**src/rtl/dram_ref_pkg.sv**
```systemverilog
package dram_ref_pkg;

  typedef enum logic [1:0] {PH_PAUSE, PH_WAKE, PH_RUN} phase_t;

  typedef enum logic [2:0] {
    ST_IDLE, ST_CAS_LEAD, ST_OVERLAP, ST_RAS_TAIL, ST_PRECH, ST_SELF, ST_SELF_EXIT
  } strobe_t;

  function automatic int max2(int a, int b);
    return (a > b) ? a : b;
  endfunction

  // pending refresh count after one clock: saturating add, floor at zero
  function automatic int next_pending(int cnt, bit inc, bit dec, int limit);
    int n;
    n = cnt + (inc ? 1 : 0) - (dec ? 1 : 0);
    if (n < 0) n = 0;
    if (n > limit) n = limit;
    return n;
  endfunction

  // an expiry is lost when the count is already full and nothing drains
  function automatic bit pending_lost(int cnt, bit inc, bit dec, int limit);
    return inc && !dec && (cnt >= limit);
  endfunction

endpackage

```
**src/rtl/ref_interval_ctr.sv**
```systemverilog
module ref_interval_ctr #(
  parameter int LIMIT = 780
) (
  input  logic clk,
  input  logic rst_n,
  input  logic en,
  input  logic clr,
  output logic hit
);
  localparam int CW = $clog2(LIMIT + 1);
  logic [CW-1:0] cnt;
  logic at_end;

  assign at_end = (cnt == CW'(LIMIT - 1));
  assign hit    = en && at_end;

  always_ff @(posedge clk or negedge rst_n) begin
    if (!rst_n) cnt <= '0;
    else if (!en || clr || at_end) cnt <= '0;
    else cnt <= cnt + 1'b1;
  end
endmodule

```
**src/rtl/ref_pend_ctr.sv**
```systemverilog
module ref_pend_ctr
  import dram_ref_pkg::*;
#(
  parameter int MAX_PEND = 8,
  localparam int PW = $clog2(MAX_PEND + 1)
) (
  input  logic          clk,
  input  logic          rst_n,
  input  logic          tick,
  input  logic          dec,
  input  logic          clr,
  output logic [PW-1:0] count,
  output logic          overflow
);
  logic lost;
  assign lost = !clr && pending_lost(int'(count), tick, dec, MAX_PEND);

  always_ff @(posedge clk or negedge rst_n) begin
    if (!rst_n) begin
      count    <= '0;
      overflow <= 1'b0;
    end else begin
      if (clr) count <= '0;
      else count <= PW'(next_pending(int'(count), tick, dec, MAX_PEND));
      if (lost) overflow <= 1'b1;
    end
  end

  AST_PEND_LIMIT: assert property (@(posedge clk) disable iff (!rst_n)
    int'(count) <= MAX_PEND);
  AST_OVF_STICKY: assert property (@(posedge clk) disable iff (!rst_n)
    $past(overflow) |-> overflow);
endmodule

```
**src/rtl/cbr_strobe_fsm.sv**
```systemverilog
module cbr_strobe_fsm
  import dram_ref_pkg::*;
#(
  parameter int T_CSR  = 1,
  parameter int T_CHR  = 1,
  parameter int T_RAS  = 3,
  parameter int T_RP   = 2,
  parameter int T_RASS = 5000,
  parameter int T_RPS  = 5
) (
  input  logic clk,
  input  logic rst_n,
  input  logic start,
  input  logic self_go,
  output logic ras_n,
  output logic cas_n,
  output logic idle,
  output logic done_norm,
  output logic done_self,
  output logic self_active
);
  localparam int LMAX = max2(max2(max2(T_CSR, T_CHR), max2(T_RAS, T_RP)), max2(T_RASS, T_RPS));
  localparam int CW   = $clog2(LMAX + 1);

  strobe_t st;
  logic [CW-1:0] cnt;
  logic last;

  assign last        = (cnt == '0);
  assign idle        = (st == ST_IDLE);
  assign done_norm   = (st == ST_PRECH) && last;
  assign done_self   = (st == ST_SELF_EXIT) && last;
  assign self_active = (st == ST_SELF) || (st == ST_SELF_EXIT);
  assign ras_n = !((st == ST_OVERLAP) || (st == ST_RAS_TAIL) || (st == ST_SELF));
  assign cas_n = !((st == ST_CAS_LEAD) || (st == ST_OVERLAP) || (st == ST_SELF));

  always_ff @(posedge clk or negedge rst_n) begin
    if (!rst_n) begin
      st  <= ST_IDLE;
      cnt <= '0;
    end else begin
      case (st)
        ST_IDLE: if (start) begin
          st <= ST_CAS_LEAD; cnt <= CW'(T_CSR - 1);
        end
        ST_CAS_LEAD: if (last) begin
          st <= ST_OVERLAP; cnt <= CW'(T_CHR - 1);
        end else cnt <= cnt - 1'b1;
        ST_OVERLAP: if (last) begin
          if (self_go) begin st <= ST_SELF; cnt <= CW'(T_RASS - 1); end
          else begin st <= ST_RAS_TAIL; cnt <= CW'(T_RAS - 1); end
        end else cnt <= cnt - 1'b1;
        ST_RAS_TAIL: if (last) begin
          st <= ST_PRECH; cnt <= CW'(T_RP - 1);
        end else cnt <= cnt - 1'b1;
        ST_PRECH: if (last) st <= ST_IDLE;
          else cnt <= cnt - 1'b1;
        ST_SELF: if (last) begin
          if (!self_go) begin st <= ST_SELF_EXIT; cnt <= CW'(T_RPS - 1); end
        end else cnt <= cnt - 1'b1;
        ST_SELF_EXIT: if (last) st <= ST_IDLE;
          else cnt <= cnt - 1'b1;
        default: st <= ST_IDLE;
      endcase
    end
  end

  AST_CBR_ORDER: assert property (@(posedge clk) disable iff (!rst_n)
    $fell(ras_n) |-> (!cas_n && $past(!cas_n)));
endmodule

```
**src/rtl/dram_refresh_sched.sv**
```systemverilog
module dram_refresh_sched
  import dram_ref_pkg::*;
#(
  parameter int INIT_WAIT    = 10000,
  parameter int WAKE_CYCLES  = 8,
  parameter int REF_INTERVAL = 780,
  parameter int LAPSE_LIMIT  = 6240,
  parameter int MAX_PEND     = 8,
  parameter int T_CSR        = 1,
  parameter int T_CHR        = 1,
  parameter int T_RAS        = 3,
  parameter int T_RP         = 2,
  parameter int T_RASS       = 5000,
  parameter int T_RPS        = 5,
  localparam int PW = $clog2(MAX_PEND + 1)
) (
  input  logic          clk,
  input  logic          rst_n,
  input  logic          grant,
  input  logic          self_ref_req,
  output logic          bus_req,
  output logic          ras_n,
  output logic          lcas_n,
  output logic          ucas_n,
  output logic          ready,
  output logic          self_ref_active,
  output logic [PW-1:0] pend_count,
  output logic          overflow
);
  localparam int PCW = $clog2(INIT_WAIT + 1);
  localparam int WKW = $clog2(WAKE_CYCLES + 1);

  phase_t ph;
  logic [PCW-1:0] pause_cnt;
  logic [WKW-1:0] wake_left;

  logic run, self_go, want, start, idle;
  logic done_norm, done_self, done_any;
  logic timer_en, tick, lapse_hit, lapse;
  logic cas_n;

  assign run      = (ph == PH_RUN);
  assign self_go  = self_ref_req && run;
  assign want     = (ph == PH_WAKE) || (run && ((pend_count != '0) || self_ref_req));
  assign start    = idle && grant && want;
  assign done_any = done_norm || done_self;
  assign timer_en = run && !self_ref_active;
  assign lapse    = lapse_hit && !done_any;

  assign bus_req = !idle || want;
  assign ready   = run;
  assign lcas_n  = cas_n;
  assign ucas_n  = cas_n;

  cbr_strobe_fsm #(
    .T_CSR(T_CSR), .T_CHR(T_CHR), .T_RAS(T_RAS), .T_RP(T_RP),
    .T_RASS(T_RASS), .T_RPS(T_RPS)
  ) i_strobe (
    .clk(clk), .rst_n(rst_n), .start(start), .self_go(self_go),
    .ras_n(ras_n), .cas_n(cas_n), .idle(idle),
    .done_norm(done_norm), .done_self(done_self), .self_active(self_ref_active)
  );

  ref_interval_ctr #(.LIMIT(REF_INTERVAL)) i_tick (
    .clk(clk), .rst_n(rst_n), .en(timer_en), .clr(1'b0), .hit(tick)
  );

  ref_interval_ctr #(.LIMIT(LAPSE_LIMIT)) i_lapse (
    .clk(clk), .rst_n(rst_n), .en(timer_en), .clr(done_any), .hit(lapse_hit)
  );

  ref_pend_ctr #(.MAX_PEND(MAX_PEND)) i_pend (
    .clk(clk), .rst_n(rst_n), .tick(tick), .dec(done_norm && run),
    .clr(done_self || lapse), .count(pend_count), .overflow(overflow)
  );

  always_ff @(posedge clk or negedge rst_n) begin
    if (!rst_n) begin
      ph        <= PH_PAUSE;
      pause_cnt <= '0;
      wake_left <= '0;
    end else begin
      case (ph)
        PH_PAUSE: if (pause_cnt == PCW'(INIT_WAIT - 1)) begin
          ph <= PH_WAKE; wake_left <= WKW'(WAKE_CYCLES);
        end else pause_cnt <= pause_cnt + 1'b1;
        PH_WAKE: if (done_norm) begin
          if (wake_left == WKW'(1)) ph <= PH_RUN;
          wake_left <= wake_left - 1'b1;
        end
        PH_RUN: if (lapse) begin
          ph <= PH_WAKE; wake_left <= WKW'(WAKE_CYCLES);
        end
        default: ph <= PH_PAUSE;
      endcase
    end
  end

  AST_QUIET_PAUSE: assert property (@(posedge clk) disable iff (!rst_n)
    (ph == PH_PAUSE) |-> (ras_n && lcas_n && ucas_n && !bus_req));
  AST_READY_AFTER_WAKE: assert property (@(posedge clk) disable iff (!rst_n)
    $rose(ready) |-> $past(done_norm));
  AST_START_GRANTED: assert property (@(posedge clk) disable iff (!rst_n)
    $fell(lcas_n) |-> $past(grant));
  AST_BYTE_STROBES: assert property (@(posedge clk) disable iff (!rst_n)
    $fell(lcas_n) |-> $fell(ucas_n));
endmodule

```
**config.mk**
```make
export PLATFORM = sky130hd
export DESIGN_NAME = dram_refresh_sched
export DESIGN_NICKNAME = d
export VERILOG_FILES = /design/src/rtl/dram_ref_pkg.sv /design/src/rtl/ref_interval_ctr.sv /design/src/rtl/ref_pend_ctr.sv /design/src/rtl/cbr_strobe_fsm.sv /design/src/rtl/dram_refresh_sched.sv
export SDC_FILE = /design/constraint.sdc
export NUM_CORES = 1
export LEC_CHECK = 0
export CAP_MARGIN = 20
export CELL_PAD_IN_SITES_DETAIL_PLACEMENT = 1
export CELL_PAD_IN_SITES_GLOBAL_PLACEMENT = 1
export CORE_UTILIZATION = 30
export DETAILED_ROUTE_END_ITERATION = 8
export PLACE_DENSITY_LB_ADDON = 0.1
export SLEW_MARGIN = 10
export SYNTH_ARGS = -nofsm -noshare
export SYNTH_HDL_FRONTEND = slang
export SYNTH_HIERARCHICAL = 1
export SYNTH_SLANG_ARGS = --single-unit
export TNS_END_PERCENT = 5
```
**constraint.sdc**
```tcl
create_clock -name clk -period 3.8 [get_ports clk]
set_input_delay 0.38 -clock clk [delete_from_list [all_inputs] [get_ports clk]]
set_output_delay 0.38 -clock clk [all_outputs]
set_load 0.01 [all_outputs]
```
### After elaboration in Yosys (flattened, before gate mapping)

Index checks and enable logic that the tools add are counted.

* add/sub/neg operators: 7
* magnitude comparators: 3
* equality and inequality tests: 25
* multiplexer cells: 35
* bitwise operators: 1
* reduce and logical (&&, ||, !) cells: 47

Operator list (number)
* $mux 13: 9
* $pmux 13 s6: 1
* $mux 32: 2
* $add 5x32->32: 1
* $gt 32x5->1 const B: 1
* $lt 32x1->1 const B: 1
* $sub 32x32->32: 1
* $mux 3: 8
* $mux 4: 5
* $pmux 3 s6: 1
* $ne 2x1->1 const B: 8
* $add 14x1->14 const B: 1
* $eq 14x14->1 const B: 1
* $logic_and 1x1->1: 14
* $add 13x1->13 const B: 1
* $eq 13x13->1 const B: 1
* $logic_not 13->1: 1
* $logic_or 1x1->1: 13
* $sub 13x1->13 const B: 1
* $pmux 4 s3: 1
* $reduce_and 4->1: 3
* $add 10x1->10 const B: 1
* $eq 10x10->1 const B: 1
* $mux 10: 1
* other kinds (23): 40

* register bits: 64
* bits of input ports: 4
* output and inout port bits: 11
* logic and storage cells: 127

### Longest topological paths before layout

Gate-level depths: netlist of the first run.

* word-level depth: 14
* mapped depth: 15
* mapped depth without buffers: 15

### Cells and area by module

The synthesis of the first run kept the hierarchy.

Modules (own cells, without submodules)
* cbr_strobe_fsm: instances 1, cells each 152, area each 1199.9 um2, seq. area each 400.4 um2
* dram_refresh_sched: instances 1, cells each 115, area each 1116.1 um2, seq. area each 500.5 um2
* ref_interval_ctr at i_lapse: instances 1, cells each 68, area each 709.4 um2, seq. area each 325.3 um2
* ref_interval_ctr at i_tick: instances 1, cells each 51, area each 520.5 um2, seq. area each 250.2 um2
* ref_pend_ctr: instances 1, cells each 41, area each 422.9 um2, seq. area each 125.1 um2

### Least setup slack after synthesis of the first run

OpenSTA, ideal clock, no wires.

* path type: register to register
* from: register i_strobe.cnt[4]
* to: register i_pend.count[0]
* library setup time: 65 ps
* data arrival time: 3195 ps
* required time: 3735 ps
* slack: 539 ps
* cell stages (with the launch flop): 14
* buffers on the path: 0
* clock period less this slack: 3261 ps
* path through: dfrtp_1 -> nor3_2 -> nand4_1 -> or2_1 -> nor3_1 -> and2_1 -> ha_1 -> inv_1 -> ha_1 -> fa_1 -> a211oi_2 -> o32ai_1 -> nor3b_2 -> and3_2

* word-level cells in the longest chain between the ends: 11
* elaborated cells between the ends (all ways): 16
* classes of those cells: add/sub: 1; order compare: 2; mux: 5; reduce/logical: 8

RTL lines
* start: declaration: line cbr_strobe_fsm.sv:26 `logic [CW-1:0] cnt;`
* start signal: assignment: line cbr_strobe_fsm.sv:48 `end else cnt <= cnt - 1'b1;`
* start signal: assignment: line cbr_strobe_fsm.sv:52 `end else cnt <= cnt - 1'b1;`
* start signal: assignment: line cbr_strobe_fsm.sv:55 `end else cnt <= cnt - 1'b1;`
* $logic_not 13->1 *: line cbr_strobe_fsm.sv:29 `assign last = (cnt == '0);`
* $logic_and 1x1->1 *: line cbr_strobe_fsm.sv:31 `assign done_norm = (st == ST_PRECH) && last;`
* net done_norm: line dram_refresh_sched.sv:38 `logic done_norm, done_self, done_any;`
* $logic_and 1x1->1: line dram_refresh_sched.sv:73 `.clk(clk), .rst_n(rst_n), .tick(tick), .dec(done_norm && run),`
* $mux 1: line dram_ref_pkg.sv:16 `n = cnt + (inc ? 1 : 0) - (dec ? 1 : 0);`
* $sub 32x32->32: line dram_ref_pkg.sv:16
* $lt 32x1->1: line dram_ref_pkg.sv:17 `if (n < 0) n = 0;`
* $mux 32: line dram_ref_pkg.sv:17
* $mux 32: line ref_pend_ctr.sv:23 `if (clr) count <= '0;`
* $gt 32x5->1: line dram_ref_pkg.sv:18 `if (n > limit) n = limit;`
* $mux 4: line dram_ref_pkg.sv:18
* $mux 4 *: line ref_pend_ctr.sv:23
* end signal: assignment: line ref_pend_ctr.sv:24 `else count <= PW'(next_pending(int'(count), tick, dec, MAX_PEND));`
* end: declaration: line ref_pend_ctr.sv:12 `output logic [PW-1:0] count,`

Mark *: on every way through the listed nets, which the timed path passes. The rest lies on a longest branch. The select of a mux whose other input is x is not followed.
A chain may end at the register's enable or synchronous reset.

### Worst setup path after layout of the first run

* from: register i_strobe.cnt[0]
* to: register i_pend.count[2]

Same word-level chain as after synthesis.

==> results of run 1 <==
[sequential cells by signal (all words and copies together), names as in the netlist]
| signal | flops |
|---|---|
| i_strobe/cnt | 13 |
| i_pend/count | 4 |
| pause_cnt | 14 |
| i_pend/overflow | 1 |
| i_lapse/cnt | 13 |
| i_strobe/st | 3 |
| ph | 2 |
| i_tick/cnt | 10 |
| wake_left | 4 |
[synth_stat cells, types with 2 or more instances]
library cell	number
nor3_1	20
xor2_1	13
buf_4	3
and3_2	3
dfrtp_1	64
or4_1	4
or4b_4	2
o211ai_1	2
nand2b_1	6
a22oi_1	2
or4_4	3
and4_1	2
or3_1	12
inv_1	26
clkbuf_1	4
o21ai_1	2
a22o_1	3
a31o_2	2
nor2_1	32
nand3_1	21
a21oi_1	21
a211oi_1	9
o41ai_1	3
ha_1	15
a211o_1	2
mux2_2	3
nor3b_1	3
xnor2_1	5
buf_2	3
nand2_1	32
a31oi_1	8
nand4bb_1	3
o311ai_0	2
o21a_1	2
nor2b_1	6
and2_1	4
nor4_1	4
nand4_1	9
or2_2	2
o21ai_0	25
o31ai_1	4
[layer usage]
| layer | track usage | part of all wire | up-vias |
|---|---|---|---|
| met3 | 0.0433 | 0.027 | 10 |
| met2 | 0.251 | 0.45 | 22 |
| met4 | 0.0506 | 0.011 | 0 |
| li1 | - | - | 1607 |
| met1 | 0.229 | 0.51 | 1642 |
| met5 | 0 | 0 | - |
[metrics by stage]
step	instances	utilization	setup slack [ns]	instance area (um^2)	power (mW)
after floorplan	427	-	0.539	3970	0.695
after global placement	607	0.336	0.465	4300	0.714
after detailed placement	607	0.336	0.321	4300	0.714
after CTS	623	0.359	0.285	4580	1.53
after global routing	623	0.360	0.103	4590	1.55
final	623	0.360	0.426	4590	1.49
[where the power goes]
part	total, mW	leakage [nW]	internal (mW)	switching (mW)
Clock	0.793	0.135	0.477	0.316
Combinational	0.0180	0.832	0.00329	0.0147
Sequential	0.682	0.838	0.682	0
[worst max-delay path: stages, from the launching register on]
cell	delay, ns
dfrtp_1	0.41
inv_1	0.10
ha_1	0.16
nor3b_1	0.19
nand4_1	0.15
or2_1	0.31
nor3_2	0.16
and2_1	0.18
ha_1	0.14
inv_1	0.04
ha_1	0.21
fa_1	0.42
a211oi_2	0.22
o32ai_1	0.13
nor3b_2	0.28
and3_2	0.22
[logic make-up (layout without fill, tap and decap cells)]
kind of cell | after synthesis | after routing
buffers and inverters | 38 | 62
AND/OR/NAND/NOR | 184 | 184
other | 1 | 1
adder cells (fa/ha/maj) | 16 | 16
multiplexers | 5 | 5
flip-flops | 64 | 64
XOR/XNOR | 18 | 18
AO/OA/AOI/OAI | 101 | 101
[final timing paths]
check,end,slack [ns]
max,i_pend/count[2],0.43
min,i_strobe/cnt[8],0.23
max reg2reg,i_pend/count[2],0.43
min reg2reg,pause_cnt[10],0.47
max in group asynchronous,i_strobe/st[2],2.98
min in group clk,pause_cnt[10],0.47
[cell type report]
class	instances	area, um^2
clock buffers	12	256
flip-flops and latches	64	1600
clock inverters	4	28.8
inverters	26	97.6
repair buffers	20	180
multi-input cells	325	2210
well taps	172	215
fillers	1460	8180
[cell usage in the layout, fill, tap and decap left out, types with 8 or more instances in the layout]
cell type	count
clkdlybuf4s50_1	13
a21oi_1	21
dfrtp_1	64
nand2_1	32
nand3_1	21
or3_1	12
inv_1	26
a211oi_1	9
clkbuf_16	9
a31oi_1	8
o21ai_0	25
nor2_1	32
ha_1	15
nor3_1	19
nand4_1	9
xor2_1	13
==> summary.txt, run 1 <==
Routing
  • Routed WL: 10,200 um
  • Avg WL per Cell: 16.4 um
  • DRC: 0
  • DR iter-0 viols: 184
  • DRT Pass-1 Iters: 4
  • Vias per cell: 5.27
  • Post-route antenna net violation count: 0
  • Via count: 3,281

Logic synthesis
  • Warnings from Yosys: 6
  • Sequential share of the synthesized area: 0.404
  • Simple-gate share of the synthesized area: 0.272
  • Mean Syn Cell Area: 9.29 um^2
  • Area leader, netlist: dfrtp_1
  • Multiplexer share of the synthesized area: 0.0148
  • Top_reg_cell synth: dfrtp_1
  • Post-Syn Nets: 447
  • Cells after Synth: 427
  • Synth Register Bits: 64
  • Synth Area in Compound Gates: 0.175
  • Post-synth EDFFs: 0
  • Leading post-synthesis cells by cell area: dfrtp_1 (40%), ha_1 (4.7%), o21ai_0 (3.2%)
  • Asr flop ratio synth: 1.00
  • Largest family of logic cells by synthesized area: simple AND/OR/NAND/NOR gates
  • Adder-Cell Fraction of Synth Area: 0.0523
  • Post-Syn Area: 3970 um^2
  • Netlist cell types: 77
  • Synth Area in XOR/XNOR: 0.0397
  • Post-synth top area share: 0.404

Final layout
  • Share of layout cells above drive strength 1: 0.122
  • Final #Nets: 466
  • Ant diodes: 0
  • P&R area growth vs syn: 15.7%

Clock network
  • Worst skew pair latency: 0.34 ns
  • Clock sinks: 64
  • TritonCTS Buffers: 9
  • Post_cts resized: 0
  • H-tree levels: 3
  • CTS tree: built
  • Hold buffer count at CTS: 0
  • Setup Fix Bufs, Post-CTS: 0
  • CTS root buf: clkbuf_16
  • Clock-pin slew on the worst setup and hold paths: 0.06 ns
  • Clk buf depth: 2

STA
  • Final hold vios: 0
  • Fmax achieved: 0.296 GHz
  • RSZ-0062 raised after global routing: false
  • Period utilisation layout: 0.888
  • Max-slew violations: 0
  • Slew @ Worst Pin: 0.956 ns
  • Setup Viol. Count Final: 0
  • Worst slew margin relative to its limit: 0.358
  • TNS Setup: 0 ns
  • Clock Skew: 0.00920 ns
  • Final Critical Period: 3.37 ns
  • Hold Slack: 0.233 ns

Worst setup path
  • Data arrival, critical path: 3.64 ns
  • Worst setup path startpoint: i_strobe/cnt[0]
  • Worst r2r src: i_strobe/cnt[0]
  • Crit-path max FO: 4
  • Critical Path RT: 4.07 ns
  • Worst setup SP type: register
  • Critical path type: register to register
  • Critical Path Sink Type: register
  • Path depth of the worst reg2reg path: 15

Pwr
  • Peak supply drop: 0.179 mV
  • Pwr Density: 325 nW/um^2
  • Static leakage: 1.80 nW

Status
  • Status: complete, no violations

Die
  • Die span in y: 117 um
  • Die X: 117 um
  • Die ar.: 13,700 um^2
  • Core Area: 12,800 um^2
  • FP Rows: 41
  • I/O pin total: 15
  • Initial Utilization: 0.311

Min path
  • Worst min-delay path category: input port to asynchronous set/reset pin

Placement
  • PortBufs: 14
  • Post-DP HPWL: 7110 um
  • Gp weighted congestion: 0.787

Global route
  • First-pass GRT wire length: 17,200 um
  • Vias in the first global route: 3,282
  • Pin count of the biggest net entering global routing: 65
  • Initial antenna violation count: 0
  • All-Layer GR Usage: 0.165
  • Grt total ovfl: 0

Job
  • Max cap viols: 0
Power figures use the tool's default switching activity.
==> run 2: changes to the inputs <==
- CORE_UTILIZATION: 30 -> 39
- SLEW_MARGIN: 10 -> unset
==> run 2 against run 1 <==
  * First-iteration DRC count shrank 47%
  * Fmax down 3.6%
  * Via count grew 1.6%
  * Cell count down 6.1%
  * Clock-buffer cell count down 1
  * Total power shrank 13%
  * Utilization rose by 9.5 points
  * Largest power group is now sequential cells
  * Highest routed layer unchanged
==> summary.txt, run 2 (synthesized netlist as in run 1, its figures left out) <==
Routing
  • Routed WL: 9820 um (was 10,200 um)
  • DRC: 0 (unchanged)
  • DR iter-0 viols: 97 (was 184)
  • DRT Pass-1 Iters: 4 (unchanged)
  • Avg WL per Cell: 16.8 um (was 16.4 um)
  • Via count: 3,334 (was 3,281)
  • Post-route antenna net violation count: 0 (unchanged)
  • Vias per cell: 5.70 (was 5.27)

Final layout
  • Filler cells: 1,168 (was 1,460)
  • Commonest cells after routing, fill and taps aside: dfrtp_1 (64), nand2_1 (32), nor2_1 (32) (unchanged)
  • Top Registers: pause_cnt: 14 flops, i_lapse/cnt: 13 flops, i_strobe/cnt: 13 flops (unchanged)
  • Share of layout cells above drive strength 1: 0.122 (about the same)
  • Flip-flop and latch area: 1600 um^2 (unchanged)
  • Ant diodes: 0 (unchanged)
  • Max FFs per register: 14 (unchanged)
  • Multi-input logic area: 2210 um^2 (about the same)
  • Most common cell after layout, fill and taps aside: dfrtp_1 (unchanged)
  • Reg with most FFs: pause_cnt (unchanged)
  • Post-route cell area: 4460 um^2 (was 4590 um^2)
  • Final #Nets: 467 (was 466)
  • P&R area growth vs syn: 12.4% (was 15.7%)

STA
  • Slew @ Worst Pin: 0.892 ns (was 0.956 ns)
  • Fmax achieved: 0.286 GHz (was 0.296 GHz)
  • Final Critical Period: 3.50 ns (was 3.37 ns)
  • TNS Setup: 0 ns (unchanged)
  • Setup Viol. Count Final: 0 (unchanged)
  • Max-slew violations: 0 (unchanged)
  • Final hold vios: 0 (unchanged)
  • RSZ-0062 raised after global routing: false (unchanged)
  • Clock Skew: 0.0127 ns (was 0.00920 ns)
  • Worst slew margin relative to its limit: 0.401 (was 0.358)
  • Period utilisation layout: 0.921 (was 0.888)

Global route
  • All-Layer GR Usage: 0.206 (was 0.165)
  • Pin count of the biggest net entering global routing: 48 (was 65)
  • Vias in the first global route: 3,494 (was 3,282)
  • Grt total ovfl: 0 (unchanged)
  • Initial antenna violation count: 0 (unchanged)
  • First-pass GRT wire length: 16,700 um (was 17,200 um)

Worst setup path
  • Crit-path max FO: 7 (was 4)
  • Max incr delay on CP: 0.44 ns (was 0.42 ns)
  • Critical Path RT: 4.09 ns (was 4.07 ns)
  • Worst path slowest cell: dfrtp_1 (was fa_1)
  • Worst setup path startpoint: i_strobe/cnt[4] (was i_strobe/cnt[0])
  • Worst setup SP type: register (unchanged)
  • Critical Path Sink Type: register (unchanged)
  • CP most frequent cell: ha_1 (unchanged)
  • Data arrival, critical path: 3.79 ns (was 3.64 ns)
  • Worst r2r src: i_strobe/cnt[4] (was i_strobe/cnt[0])
  • Critical path type: register to register (unchanged)
  • Crit-path cells: nor3_2 -> nand4_1 -> or2_1 -> nor3_1 -> and2_1 -> ha_1 -> inv_1 -> ha_1 -> fa_1 -> a211oi_2 -> o32ai_1 -> nor3b_2 -> and3_2 (was inv_1 -> ha_1 -> nor3b_1 -> nand4_1 -> or2_1 -> nor3_2 -> and2_1 -> ha_1 -> inv_1 -> ha_1 -> fa_1 -> a211oi_2 -> o32ai_1 -> nor3b_2 -> and3_2)

Pwr
  • Sw Share: 0.227 (was 0.221)
  • Pwr Density: 291 nW/um^2 (was 325 nW/um^2)
  • Power Internal: 1.00 mW (was 1.16 mW)
  • Sw power: 294 uW (was 330 uW)
  • Sequential Power Share: 0.524 (was 0.457)
  • Combinational share of power: 0.014 (was 0.012)
  • Clock share of power: 0.462 (was 0.531)
  • Static leakage: 1.76 nW (was 1.80 nW)
  • Peak supply drop: 0.156 mV (was 0.179 mV)

Clock network
  • H-tree levels: 3 (unchanged)
  • Clock-pin slew on the worst setup and hold paths: 0.07 ns (was 0.06 ns)
  • TritonCTS Buffers: 9 (unchanged)
  • Setup Fix Bufs, Post-CTS: 0 (unchanged)
  • Worst skew pair latency: 0.35 ns (was 0.34 ns)
  • Clock sinks: 64 (unchanged)
  • CTS tree: built (unchanged)
  • Clk buf depth: 2 (unchanged)
  • CTS root buf: clkbuf_8 (was clkbuf_16)

Placement
  • DP Area: 4250 um^2 (was 4300 um^2)
  • PortBufs: 14 (unchanged)
  • Gp weighted congestion: 0.792 (was 0.787)
  • Post-DP HPWL: 7200 um (was 7110 um)

Die
  • Die ar.: 10,600 um^2 (was 13,700 um^2)
  • Core Area: 9820 um^2 (was 12,800 um^2)
  • Initial Utilization: 0.404 (was 0.311)
  • FP Rows: 36 (was 41)
  • Die span in y: 103 um (was 117 um)
  • Die X: 103 um (was 117 um)
  • I/O pin total: 15 (unchanged)

Status
  • Status: complete, no violations (unchanged)

Job
  • Max cap viols: 0 (unchanged)

Min path
  • Hold path start: pause_cnt[10]
  • Worst min-delay path category: register to register (was input port to asynchronous set/reset pin)
==> run 2: layer usage <==
layer / GRT usage / vias up / share of wire
li1: - / 1618 / -
met1: 0.261 / 1679 / 0.47
met2: 0.350 / 26 / 0.50
met3: 0.0386 / 11 / 0.021
met4: 0.0769 / 0 / 0.012
met5: 0 / - / 0
==> run 2: power by group through the flow <==
stage | Combinational [mW] | Clock (mW) | Sequential [mW]
after floorplan | 0.000732 | 0 | 0.694
final | 0.0181 | 0.600 | 0.681
after CTS | 0.0198 | 0.623 | 0.681
after global placement | 0.0186 | 0 | 0.694
after global routing | 0.0222 | 0.645 | 0.680
after detailed placement | 0.0189 | 0 | 0.694
==> run 2: layout make-up <==
type                            count  share of cell area
Multi-Input combinational cell    325               0.495
Sequential cell                    64               0.359
Timing Repair Buffer               21              0.0426
Tap cell                          133              0.0373
Clock buffer                       11              0.0317
Inverter                           26              0.0219
Clock inverter                      5              0.0126
==> run 2: critical path: cells and delay by family (launching register included) <==
| kind | cells | cell delay, ns |
|---|---|---|
| compound gates | 2 | 0.36 |
| buf+inv | 1 | 0.04 |
| simple gates | 7 | 1.83 |
| flops | 1 | 0.44 |
| fa+ha+maj | 3 | 0.76 |
==> run 2: through the flow <==
stage	total power, mW	hold slack, ns	worst slack, ns	cells	utilization
final	1.30	0.477	0.300	585	0.454
after CTS	1.32	0.476	0.181	585	0.454
after global routing	1.35	0.482	0.0697	585	0.454
after global placement	0.713	0.343	0.439	568	0.433
after detailed placement	0.713	0.344	0.230	568	0.433
after floorplan	0.695	0.0844	0.539	427	-
==> run 2: worst paths after layout <==
kind	endpoint	slack (ns)	cells past startpoint
min in group asynchronous	i_strobe/cnt[7]	0.51	2
min reg2reg	pause_cnt[10]	0.48	1
max reg2reg	i_pend/count[0]	0.30	13
min	pause_cnt[10]	0.48	1
max in group asynchronous	wake_left[3]	2.32	3
max	i_pend/count[0]	0.30	13
==> run 2: repair_timing <==
item / 4_1_cts / 5_1_grt
setup endpoints to repair: 0 / 3
hold buffers: 1 / 0
hold endpoints to repair: 17 / 0
resized for setup: 0 / 1
